==> src/rtl/sic_pkg.sv <==
package sic_pkg;
    localparam int STAT_W  = 8;
    localparam int SRC_W   = 7;
    localparam int COS_BIT = 7;
    localparam int LVL_LSB = 4;

    typedef enum logic [1:0] {
        REG_STATUS = 2'd0,
        REG_MASK   = 2'd1,
        REG_CHANGE = 2'd2,
        REG_ENABLE = 2'd3
    } reg_addr_e;
endpackage

==> src/rtl/sic_cos_detect.sv <==
module sic_cos_detect #(
    parameter int NUM_PINS    = 3,
    parameter int SYNC_STAGES = 2
) (
    input  logic                clk,
    input  logic                rst_n,
    input  logic [NUM_PINS-1:0] pins_i,
    input  logic                clear_i,
    input  logic [NUM_PINS-1:0] enable_i,
    output logic [NUM_PINS-1:0] level_o,
    output logic [NUM_PINS-1:0] latch_o,
    output logic [NUM_PINS-1:0] event_o,
    output logic                cos_o
);
    localparam int LAST = SYNC_STAGES - 1;

    typedef struct packed {
        logic [SYNC_STAGES-1:0][NUM_PINS-1:0] sync;
        logic [NUM_PINS-1:0]                  prev;
        logic [NUM_PINS-1:0]                  latch;
    } cos_state_t;

    cos_state_t st_d, st_q;
    logic [NUM_PINS-1:0] chg;
    logic [NUM_PINS-1:0] gated;

    always_comb begin
        st_d         = st_q;
        st_d.sync[0] = pins_i;
        for (int s = 1; s < SYNC_STAGES; s++) begin
            st_d.sync[s] = st_q.sync[s-1];
        end
        st_d.prev  = st_q.sync[LAST];
        chg        = st_q.sync[LAST] ^ st_q.prev;
        st_d.latch = (st_q.latch & ~{NUM_PINS{clear_i}}) | chg;
    end

    always_ff @(posedge clk) begin
        if (!rst_n) st_q <= '0;
        else        st_q <= st_d;
    end

    for (genvar k = 0; k < NUM_PINS; k++) begin : g_gate
        assign gated[k] = st_q.latch[k] & enable_i[k];
    end

    assign level_o = st_q.sync[LAST];
    assign latch_o = st_q.latch;
    assign event_o = chg;
    assign cos_o   = |gated;
endmodule

==> src/rtl/sic_irq_gen.sv <==
module sic_irq_gen #(
    parameter int WIDTH = 8
) (
    input  logic             clk,
    input  logic             rst_n,
    input  logic [WIDTH-1:0] status_i,
    input  logic [WIDTH-1:0] mask_i,
    output logic             irq_n_o
);
    typedef struct packed {
        logic irq_n;
    } irq_state_t;

    irq_state_t st_d, st_q;

    always_comb begin
        st_d       = st_q;
        st_d.irq_n = ~|(status_i & mask_i);
    end

    always_ff @(posedge clk) begin
        if (!rst_n) st_q <= '{irq_n: 1'b1};
        else        st_q <= st_d;
    end

    assign irq_n_o = st_q.irq_n;
endmodule

==> src/rtl/serial_irq_ctrl.sv <==
module serial_irq_ctrl
    import sic_pkg::*;
#(
    parameter int NUM_PINS    = 3,
    parameter int SYNC_STAGES = 2
) (
    input  logic                clk,
    input  logic                rst_n,
    input  logic                cs_i,
    input  logic                we_i,
    input  logic [1:0]          addr_i,
    input  logic [STAT_W-1:0]   wdata_i,
    output logic [STAT_W-1:0]   rdata_o,
    input  logic [NUM_PINS-1:0] pins_i,
    input  logic                a_txrdy_i,
    input  logic                a_rxrdy_i,
    input  logic                a_brkchg_i,
    input  logic                ctr_rdy_i,
    input  logic                b_txrdy_i,
    input  logic                b_rxrdy_i,
    input  logic                b_brkchg_i,
    output logic                irq_n_o
);
    typedef struct packed {
        logic [STAT_W-1:0]   mask;
        logic [NUM_PINS-1:0] enable;
        logic [SRC_W-1:0]    src;
    } reg_state_t;

    reg_state_t st_d, st_q;

    logic [SRC_W-1:0]    src_in;
    logic [STAT_W-1:0]   status_vec;
    logic [NUM_PINS-1:0] pin_level;
    logic [NUM_PINS-1:0] chg_latch;
    logic [NUM_PINS-1:0] chg_event;
    logic                cos;
    logic                wr_en;
    logic                rd_change;
    logic [STAT_W-1:0]   mask_q;
    logic [NUM_PINS-1:0] enable_q;

    assign src_in = {b_brkchg_i, b_rxrdy_i, b_txrdy_i, ctr_rdy_i,
                     a_brkchg_i, a_rxrdy_i, a_txrdy_i};

    assign wr_en     = cs_i & we_i;
    assign rd_change = cs_i & ~we_i & (reg_addr_e'(addr_i) == REG_CHANGE);

    always_comb begin
        st_d     = st_q;
        st_d.src = src_in;
        if (wr_en) begin
            case (reg_addr_e'(addr_i))
                REG_MASK:   st_d.mask   = wdata_i;
                REG_ENABLE: st_d.enable = wdata_i[NUM_PINS-1:0];
                default:    ;
            endcase
        end
    end

    always_ff @(posedge clk) begin
        if (!rst_n) st_q <= '0;
        else        st_q <= st_d;
    end

    sic_cos_detect #(
        .NUM_PINS   (NUM_PINS),
        .SYNC_STAGES(SYNC_STAGES)
    ) u_cos (
        .clk     (clk),
        .rst_n   (rst_n),
        .pins_i  (pins_i),
        .clear_i (rd_change),
        .enable_i(st_q.enable),
        .level_o (pin_level),
        .latch_o (chg_latch),
        .event_o (chg_event),
        .cos_o   (cos)
    );

    assign status_vec = {cos, st_q.src};
    assign mask_q     = st_q.mask;
    assign enable_q   = st_q.enable;

    sic_irq_gen #(.WIDTH(STAT_W)) u_irq (
        .clk     (clk),
        .rst_n   (rst_n),
        .status_i(status_vec),
        .mask_i  (st_q.mask),
        .irq_n_o (irq_n_o)
    );

    always_comb begin
        rdata_o = '0;
        case (reg_addr_e'(addr_i))
            REG_STATUS: rdata_o = status_vec;
            REG_MASK:   rdata_o = st_q.mask;
            REG_CHANGE: begin
                rdata_o[NUM_PINS-1:0]         = chg_latch;
                rdata_o[LVL_LSB +: NUM_PINS]  = pin_level;
            end
            REG_ENABLE: rdata_o[NUM_PINS-1:0] = st_q.enable;
            default:    rdata_o = '0;
        endcase
    end
endmodule

==> config.mk <==
export PLATFORM = sky130hd
export DESIGN_NAME = serial_irq_ctrl
export DESIGN_NICKNAME = d
export VERILOG_FILES = /design/src/rtl/sic_pkg.sv /design/src/rtl/sic_cos_detect.sv /design/src/rtl/sic_irq_gen.sv /design/src/rtl/serial_irq_ctrl.sv
export SDC_FILE = /design/constraint.sdc
export NUM_CORES = 1
export LEC_CHECK = 0
export BUFFER_PORTS_ARGS = -buffer_cell sky130_fd_sc_hd__clkbuf_2
export CAP_MARGIN = 30
export CORE_UTILIZATION = 35
export CTS_BUF_LIST = sky130_fd_sc_hd__clkbuf_4 sky130_fd_sc_hd__clkbuf_8 sky130_fd_sc_hd__clkbuf_16
export DETAILED_ROUTE_END_ITERATION = 8
export GPL_TIMING_DRIVEN = 0
export HOLD_SLACK_MARGIN = 0.1
export SYNTH_ARGS = -nofsm -noshare
export SYNTH_HDL_FRONTEND = slang
export SYNTH_SLANG_ARGS = --single-unit
==> constraint.sdc <==
create_clock -name clk -period 1.25 [get_ports clk]
set_input_delay 0.1875 -clock clk [delete_from_list [all_inputs] [get_ports clk]]
set_output_delay 0.1875 -clock clk [all_outputs]
set_load 0.1 [all_outputs]
Word level (Yosys, flattened, before mapping) --
Cells that the tools add are included. Widths: inputs -> output; s select.
Word-level totals: bits in registers 31, input bits 24, word-level logic and storage cells 33
Operators by class: reductions and logical operators 6, equality and inequality tests 3, bitwise gates (word level) 12, mux-type cells 4
Operator list (count):
- $pmux 3 s4 | 1
- $pmux 3 s3 | 1
- $and 8x8->8 | 1
- $reduce_or 8->1 | 1
- $and 1x1->1 | 6
- $eq 2x2->1 const B | 2
- $pmux 1 s2 | 2
- $reduce_and 2->1 | 2
- $and 3x3->3 | 1
- $not 3->3 | 1
- $or 3x3->3 | 1
- $reduce_or 3->1 | 1
- $xor 3x3->3 | 1
- $eq 2x1->1 const B | 1
- $logic_not 2->1 | 1
- $logic_not 1->1 | 1
- $not 1->1 | 1

Depth between registers and ports, before layout --
Gate-level depths: netlist (run 1).
word-level depth 6, depth in mapped cells 4, gate-level depth less buffers 3

Hierarchy --
Synthesis (run 1) repeated with hierarchy kept, for this count alone.
Second synthesis, totals: cells, all modules 123, area total of the unflattened synthesis 1322.5 um^2
By module, submodules not included:
- serial_irq_ctrl | instances 1, cells each 78, area each 819.5 um^2
- sic_cos_detect | instances 1, cells each 39, area each 431.7 um^2
- sic_irq_gen | instances 1, cells each 6, area each 71.3 um^2

Worst setup path before layout (run 1) --
Ideal clock, no wire load.
path kind reg-to-output, start reg u_cos.st_q, in the netlist u_cos.latch_o[1], end out rdata_o[7], setup slack -1751 ps, required time 1062 ps, arrival time 2814 ps, stages on the path, launching flop included 4, path through dfxtp_1 > a222oi_1 > nor2b_1 > a211oi_1
Between the ends: longest elaborated chain between the ends 3
RTL lines:
- from (decl) | line sic_cos_detect.sv:23 | cos_state_t st_d, st_q;
- from (signal assigned) | line sic_cos_detect.sv:40 | else st_q <= st_d;
- $and 1x1->1 | line sic_cos_detect.sv:44 | assign gated[k] = st_q.latch[k] & enable_i[k];
- $reduce_or 3->1 | line sic_cos_detect.sv:50 | assign cos_o = |gated;
- $pmux 1 s2 | line serial_irq_ctrl.sv:95 | case (reg_addr_e'(addr_i))
- to (decl) | line serial_irq_ctrl.sv:13 | output logic [STAT_W-1:0] rdata_o,
No other way between the ends.

Final worst setup path (run 1) --
Same ends and word-level chain as after synthesis.

==> impl_metrics.ini, run 1 <==
[status]
status = finished with violations
failed_checks = setup timing

[clocking]
cts.path.max_buffers = 2
tritoncts_num_sinks = 31
clock_latency_ns = 0.28
htree_num_levels = 2
cts_root_buf = sky130_fd_sc_hd__clkbuf_8
cts_tree = yes
number_of_clock_buffers_inserted_by_tritoncts = 5
worst_setup_hold_path_clk_slew_ns = 0.06

[routing]
drt-total-wl_mm = 2.956
detailed_route_via_count = 1044
drt_iter0_markers = 55
remaining_drc_errors = 0
ant_nets = 0
vias_per_cell = 4.811
wire_length_per_cell_um = 13.62
router_iterations_before_antenna_repair = 4

[critical_path]
r2r_slack_ns = 0.11
r2r_cells = 4
crit_path_top_delay_cell = sky130_fd_sc_hd__a222oi_1
maximum_net_fanout_on_the_critical_path = 3
cp_slowest_stage_delay_ns = 0.37
timing.rr.end = u_irq.irq_n_o
worstPathArrival_ns = 1.48
timing.setup.critical_path_class = register to output port
critPathLaunchType = register
setup.worst_path.end_class = output port
critical_path_required_ns = 1.06
worstReg2RegStart = u_cos.latch_o[1]
critical_path_cell_list = a222oi_1 -> nor2b_2 -> a211oi_4 -> clkbuf_16

[finish]
fraction_of_layout_instances_using_a_drive_strength_above_1_pct = 59.65
num-fill-cells = 286
final_nets = 194
area_growth_pct = 54.23
diodes = 0
utilization_pct = 58.31
layout.cells.most_common_list = sky130_fd_sc_hd__clkbuf_2, sky130_fd_sc_hd__and2_1, sky130_fd_sc_hd__dfxtp_2, sky130_fd_sc_hd__dfxtp_1
layout_commonest_cell = sky130_fd_sc_hd__clkbuf_2

[floorplanning]
num_rows = 21
floorplan.io_pins = 33
die_area_mm2 = 0.003966
die_h_um = 62.98
core_area_mm2 = 0.003442
floorplan.initialDensity_pct = 37.80
chipWidth_um = 62.98

[sta]
fin_hold_ws_ns = 0.1112
max_freq_ghz = 0.6005
clock_skew_ns = 0.006666
layout_setup_ws_ns = -0.4153
grt_setup_unrepaired = yes
timing.slew.headroom_pct = 64.37
finalSetupViolations = 7
period_minus_slack_ns = 1.665
timing_hold_violations_final = 0
finalMaxSlewViolations = 0
fin_crit_sh_pct = 133.2
tightest_slew_ns = 0.5368

[pwr]
cellLeakagePower_nw = 0.8217
totalPowerFinal_mw = 2.246
power_density_mw_per_mm2 = 1119
worst_ir_drop_vdd_uv = 688.4

[worst_hold_path]
holdCritPathClass = primary input to register
whs_endpoint = u_cos.st_d[11]
hold-path-cell-count = 2
hold_start = pins_i[2]

[logic_synthesis]
synth-seq-area-share_pct = 47.69
ys_ff_latch = 31
netlist_area_mm2 = 0.001301
syn_area_per_cell_um2 = 10.84
synth-compound-area-share_pct = 13.17
largest_family_of_logic_cells_by_synthesized_area = simple AND/OR/NAND/NOR gates
distinct_cell_type_count_of_the_synthesized_netlist = 24
synthMuxAreaShare_pct = 10.58
yosys_warnings = 0
post_synth_xor_area_fraction_pct = 2.019
synth_nets = 144
synthSimpleGateAreaFrac_pct = 23.08
post_synth_fa_ha_maj_area_fraction_pct = 0
postSynthCellCount = 120

[global_routing]
first_global_vias = 1088
grt_first_pass_wirelength_mm = 5.037
grt_overflow = 0
globalRouteTotalUtil_pct = 17.53
grt_antenna_before_repair = 0
pin_count_of_the_biggest_net_entering_global_routing = 11

[placed_design]
hpwlAfterDp_mm = 2.042
port-buffer-count = 32
gp_congestion = 0.7526

[job]
maxCapViolCount = 0
==> area by class of cell <==
cell class / instances / area, um^2 / area share (%)
multi-input combinational: 82 / 752.0 / 37.47
sequential: 31 / 640.6 / 31.92
timing repair buffer: 43 / 401.6 / 20.01
clock buffer: 7 / 83.83 / 4.177
buffer: 6 / 62.56 / 3.117
tap: 46 / 57.56 / 2.868
clock inverter: 1 / 5.005 / 0.2494
inverter: 1 / 3.754 / 0.1870
==> flip-flops by register name (all words and copies together), names as in the netlist <==
signal and flops:
u_cos.st_q 3, u_cos.latch_o 3, u_cos.st_d 3, enable_q 3, mask_q 8, u_irq.irq_n_o 1
u_cos.level_o 3, st_q 7
==> worst max-delay path by stage <==
stage / from / endpoint / slack (ns) / depth (start not counted)
3_5_place_dp: addr_i[1] / rdata_o[2] / -0.33 / 4
6_report: u_cos.latch_o[1] / rdata_o[7] / -0.42 / 4
5_1_grt: u_cos.latch_o[1] / rdata_o[7] / -0.52 / 4
3_3_place_gp: enable_q[1] / rdata_o[7] / -0.32 / 4
2_1_floorplan: enable_q[1] / rdata_o[7] / -0.33 / 3
4_1_cts: u_cos.latch_o[1] / rdata_o[7] / -0.44 / 4
==> cells by family (layout without fill, tap and decap cells) <==
| family | Yosys count | after routing |
|---|---|---|
| AO/OA/AOI/OAI | 20 | 20 |
| XOR/XNOR | 3 | 3 |
| buffers and inverters | 7 | 58 |
| flip-flops | 31 | 31 |
| multiplexers | 10 | 10 |
| AND/OR/NAND/NOR | 49 | 49 |
==> synthesized netlist by cell type <==
master,instances,area share (%)
sky130_fd_sc_hd__dfxtp_1,31,48
sky130_fd_sc_hd__and2_1,16,7.7
sky130_fd_sc_hd__nand2_1,12,3.5
sky130_fd_sc_hd__a21boi_2,8,6.9
sky130_fd_sc_hd__nand2_2,8,3.8
sky130_fd_sc_hd__nor2b_1,8,3.8
sky130_fd_sc_hd__mux2i_1,7,5.4
sky130_fd_sc_hd__a21oi_1,3,1.2
sky130_fd_sc_hd__clkbuf_1,3,0.87
sky130_fd_sc_hd__mux4_2,3,5.2
sky130_fd_sc_hd__o21ai_0,3,1.2
sky130_fd_sc_hd__xor2_1,3,2.0
sky130_fd_sc_hd__a222oi_1,2,1.5
sky130_fd_sc_hd__a22oi_1,2,1.2
sky130_fd_sc_hd__buf_6,2,1.7
sky130_fd_sc_hd__a211oi_1,1,0.58
sky130_fd_sc_hd__and4b_1,1,0.77
sky130_fd_sc_hd__buf_4,1,0.58
sky130_fd_sc_hd__inv_1,1,0.29
sky130_fd_sc_hd__nand4_1,1,0.48
sky130_fd_sc_hd__nand4b_4,1,1.8
sky130_fd_sc_hd__nand4bb_1,1,0.87
sky130_fd_sc_hd__nor2_1,1,0.29
sky130_fd_sc_hd__o2111ai_1,1,0.67
==> critical path: cells and delay by family (launching register included) <==
kind | cells | cell delay, ns
compound gates | 2 | 0.42
buf+inv | 1 | 0.20
flops | 1 | 0.33
simple gates | 1 | 0.25
==> where the power goes <==
group | total [mW] | leakage, nW | internal, mW | switching (mW)
registers | 1.06 | 0.261 | 1.03 | 0.0310
logic | 0.404 | 0.512 | 0.190 | 0.214
clock network | 0.779 | 0.0491 | 0.433 | 0.346
total | 2.25 | 0.822 | 1.65 | 0.591
==> routing by layer <==
| layer | up-vias | track usage (%) | share of wire [%] |
|---|---|---|---|
| li1 | 513 | - | - |
| met1 | 485 | 20.83 | 44 |
| met2 | 41 | 26.34 | 47 |
| met3 | 5 | 6.022 | 6.7 |
| met4 | 0 | 11.92 | 2.4 |
| met5 | - | 0 | 0 |
==> metrics by stage <==
stage | cells | cell area [um^2] | worst slack (ns) | TNS, ns
finish | 217 | 2007 | -0.4153 | -1.219
global route | 217 | 2007 | -0.5222 | -1.594
CTS | 212 | 1941 | -0.4370 | -1.309
detailed placement | 198 | 1597 | -0.3280 | -2.388
global placement | 198 | 1597 | -0.3243 | -2.294
floorplan | 120 | 1379 | -0.3297 | -0.4127
==> timing repair <==
item	CTS	global route
pin swaps	2	0
resized for setup	44	8
hold buffers	0	0
endpoints found under the setup margin	8	8
buffers inserted	6	5
Power figures use the tool's default switching activity.
==> run 2: changes to the inputs <==
clock period = 1.66 ns   (was 1.25 ns; I/O delays follow)
==> run 2 against run 1 <==
The run still ends with setup timing left. Global-route usage fell by 2.4 points. Die area did not move. Via count fell by 5.9%. Critical path depth did not move. Utilization fell by 8.4 points. Clock skew fell by 0.0043 ns. Sequential power fell by 25%. Sequential cell count did not move. Final cell count fell by 2.8%. Non-clock buffer count fell by 6. Power fell by 26%. Worst setup slack improved by 0.35 ns. Highest routed layer unchanged.
==> impl_metrics.ini, run 2 (synthesized netlist as in run 1, its figures left out) <==
[sta]
clock_skew_ns = 0.002407
fin_crit_sh_pct = 103.8
timing.slew.headroom_pct = 64.18
grt_setup_unrepaired = yes
timing_hold_violations_final = 0
layout_setup_ws_ns = -0.06387
finalMaxSlewViolations = 0
tightest_slew_ns = 0.5396
max_freq_ghz = 0.5801
fin_hold_ws_ns = 0.1801
period_minus_slack_ns = 1.724
finalSetupViolations = 1

[routing]
wire_length_per_cell_um = 12.64
detailed_route_via_count = 982
vias_per_cell = 4.654
drt_iter0_markers = 25
ant_nets = 0
remaining_drc_errors = 0
drt-total-wl_mm = 2.668
router_iterations_before_antenna_repair = 4

[clocking]
cts_root_buf = sky130_fd_sc_hd__clkbuf_8
tritoncts_num_sinks = 31
number_of_clock_buffers_inserted_by_tritoncts = 5
htree_num_levels = 2
cts.path.max_buffers = 2
cts_tree = yes
clock_latency_ns = 0.27
worst_setup_hold_path_clk_slew_ns = 0.06

[floorplanning]
core_area_mm2 = 0.003442
die_h_um = 62.98
num_rows = 21
floorplan.initialDensity_pct = 37.80
chipWidth_um = 62.98
die_area_mm2 = 0.003966
floorplan.io_pins = 33

[status]
failed_checks = setup timing
status = finished with violations

[finish]
fraction_of_layout_instances_using_a_drive_strength_above_1_pct = 48.48
diodes = 0
final_nets = 188
flip_flop_count_of_the_largest_register_after_layout = 8
area_growth_pct = 32.02
layout_commonest_cell = sky130_fd_sc_hd__dfxtp_1
layout.cells.most_common_list = sky130_fd_sc_hd__dfxtp_1, sky130_fd_sc_hd__clkbuf_2, sky130_fd_sc_hd__and2_1, sky130_fd_sc_hd__nand2_1

[critical_path]
worstPathArrival_ns = 1.47
cp_slowest_stage_delay_ns = 0.38
setup.worst_path.end_class = output port
critPathLaunchType = register
timing.setup.critical_path_class = register to output port
crit_path_top_delay_cell = sky130_fd_sc_hd__a222oi_1
critical_path_required_ns = 1.41
critical_path_cell_list = a222oi_1 -> nor2b_2 -> a211oi_2 -> clkbuf_8
maximum_net_fanout_on_the_critical_path = 3

[global_routing]
grt_first_pass_wirelength_mm = 4.491
pin_count_of_the_biggest_net_entering_global_routing = 11
grt_antenna_before_repair = 0
globalRouteTotalUtil_pct = 15.11
first_global_vias = 972
grt_overflow = 0

[pwr]
totalPowerFinal_mw = 1.671
worst_ir_drop_vdd_uv = 512.4
cellLeakagePower_nw = 0.7348
power_density_mw_per_mm2 = 972.6

[placed_design]
gp_congestion = 0.7688
port-buffer-count = 32
hpwlAfterDp_mm = 2.015

[worst_hold_path]
holdCritPathClass = primary input to register

[job]
maxCapViolCount = 0
-- run 2: cell count changes in the layout (fill, tap and decap cells not counted), moves of 4 or more --
cell                        before  now
sky130_fd_sc_hd__buf_4          11    6
sky130_fd_sc_hd__clkbuf_16       7    0
sky130_fd_sc_hd__clkbuf_4        3    7
sky130_fd_sc_hd__dfxtp_1        15   26
sky130_fd_sc_hd__dfxtp_2        16    5
sky130_fd_sc_hd__mux2i_1         3    7
sky130_fd_sc_hd__mux2i_4         4    0
-- run 2: timing repair --
action	in CTS	in global routing
endpoints found under the setup margin	4	5
setup buffers	6	1
hold buffers	0	0
pin swaps	2	3
gates resized for setup	8	10
-- run 2: per-stage QoR --
stage                     cells  utilization, %  cell area, um^2  setup WS [ns]  TNS [ns]
after floorplan             120               -             1320        -0.4402   -0.4402
after global placement      198           44.67             1538       -0.02418  -0.03517
after detailed placement    198           44.67             1538       -0.02696  -0.06413
after CTS                   212           49.62             1708       -0.08555  -0.08555
after global routing        211           49.91             1718        -0.1433   -0.1433
final                       211           49.91             1718       -0.06387  -0.06387
-- run 2: report_power, final --
group	internal, mW	switching [mW]
Sequential	0.775	0.0189
Combinational	0.0869	0.143
Clock	0.394	0.253
-- run 2: critical path, delay by kind of cell, from the launching register on --
family	cells	cell delay (ns)
flip-flops	1	0.33
AND/OR/NAND/NOR	1	0.22
buffers and inverters	1	0.22
AO/OA/AOI/OAI	2	0.43
-- run 2: final cells by class --
type                    instances  area (um^2)
plain buffers                   6        41.29
repair buffers                 37        221.5
inverters                       1        3.754
fillers                       342         1724
flip-flops and latches         31        626.9
clock buffers                   8        103.9
well taps                      46        57.56
multi-input cells              82        663.1
-- run 2: path summary, 6_finish.rpt --
path               startpoint                to  cells after the start  slack (ns)
min                 pins_i[2]    u_cos.st_d[11]                      2        0.18
max reg2reg  u_cos.latch_o[1]     u_irq.irq_n_o                      8        0.14
min reg2reg    u_cos.st_d[11]  u_cos.level_o[2]                      1        0.43
max          u_cos.latch_o[1]        rdata_o[7]                      4       -0.06
-- run 2: routing by layer --
metal	GRT usage, %	vias to the layer above	part of all wire (%)
met5	0	-	0
met2	24.06	35	47
met3	4.927	2	6.9
met1	17.92	446	45
li1	-	499	-
met4	7.849	0	1.0
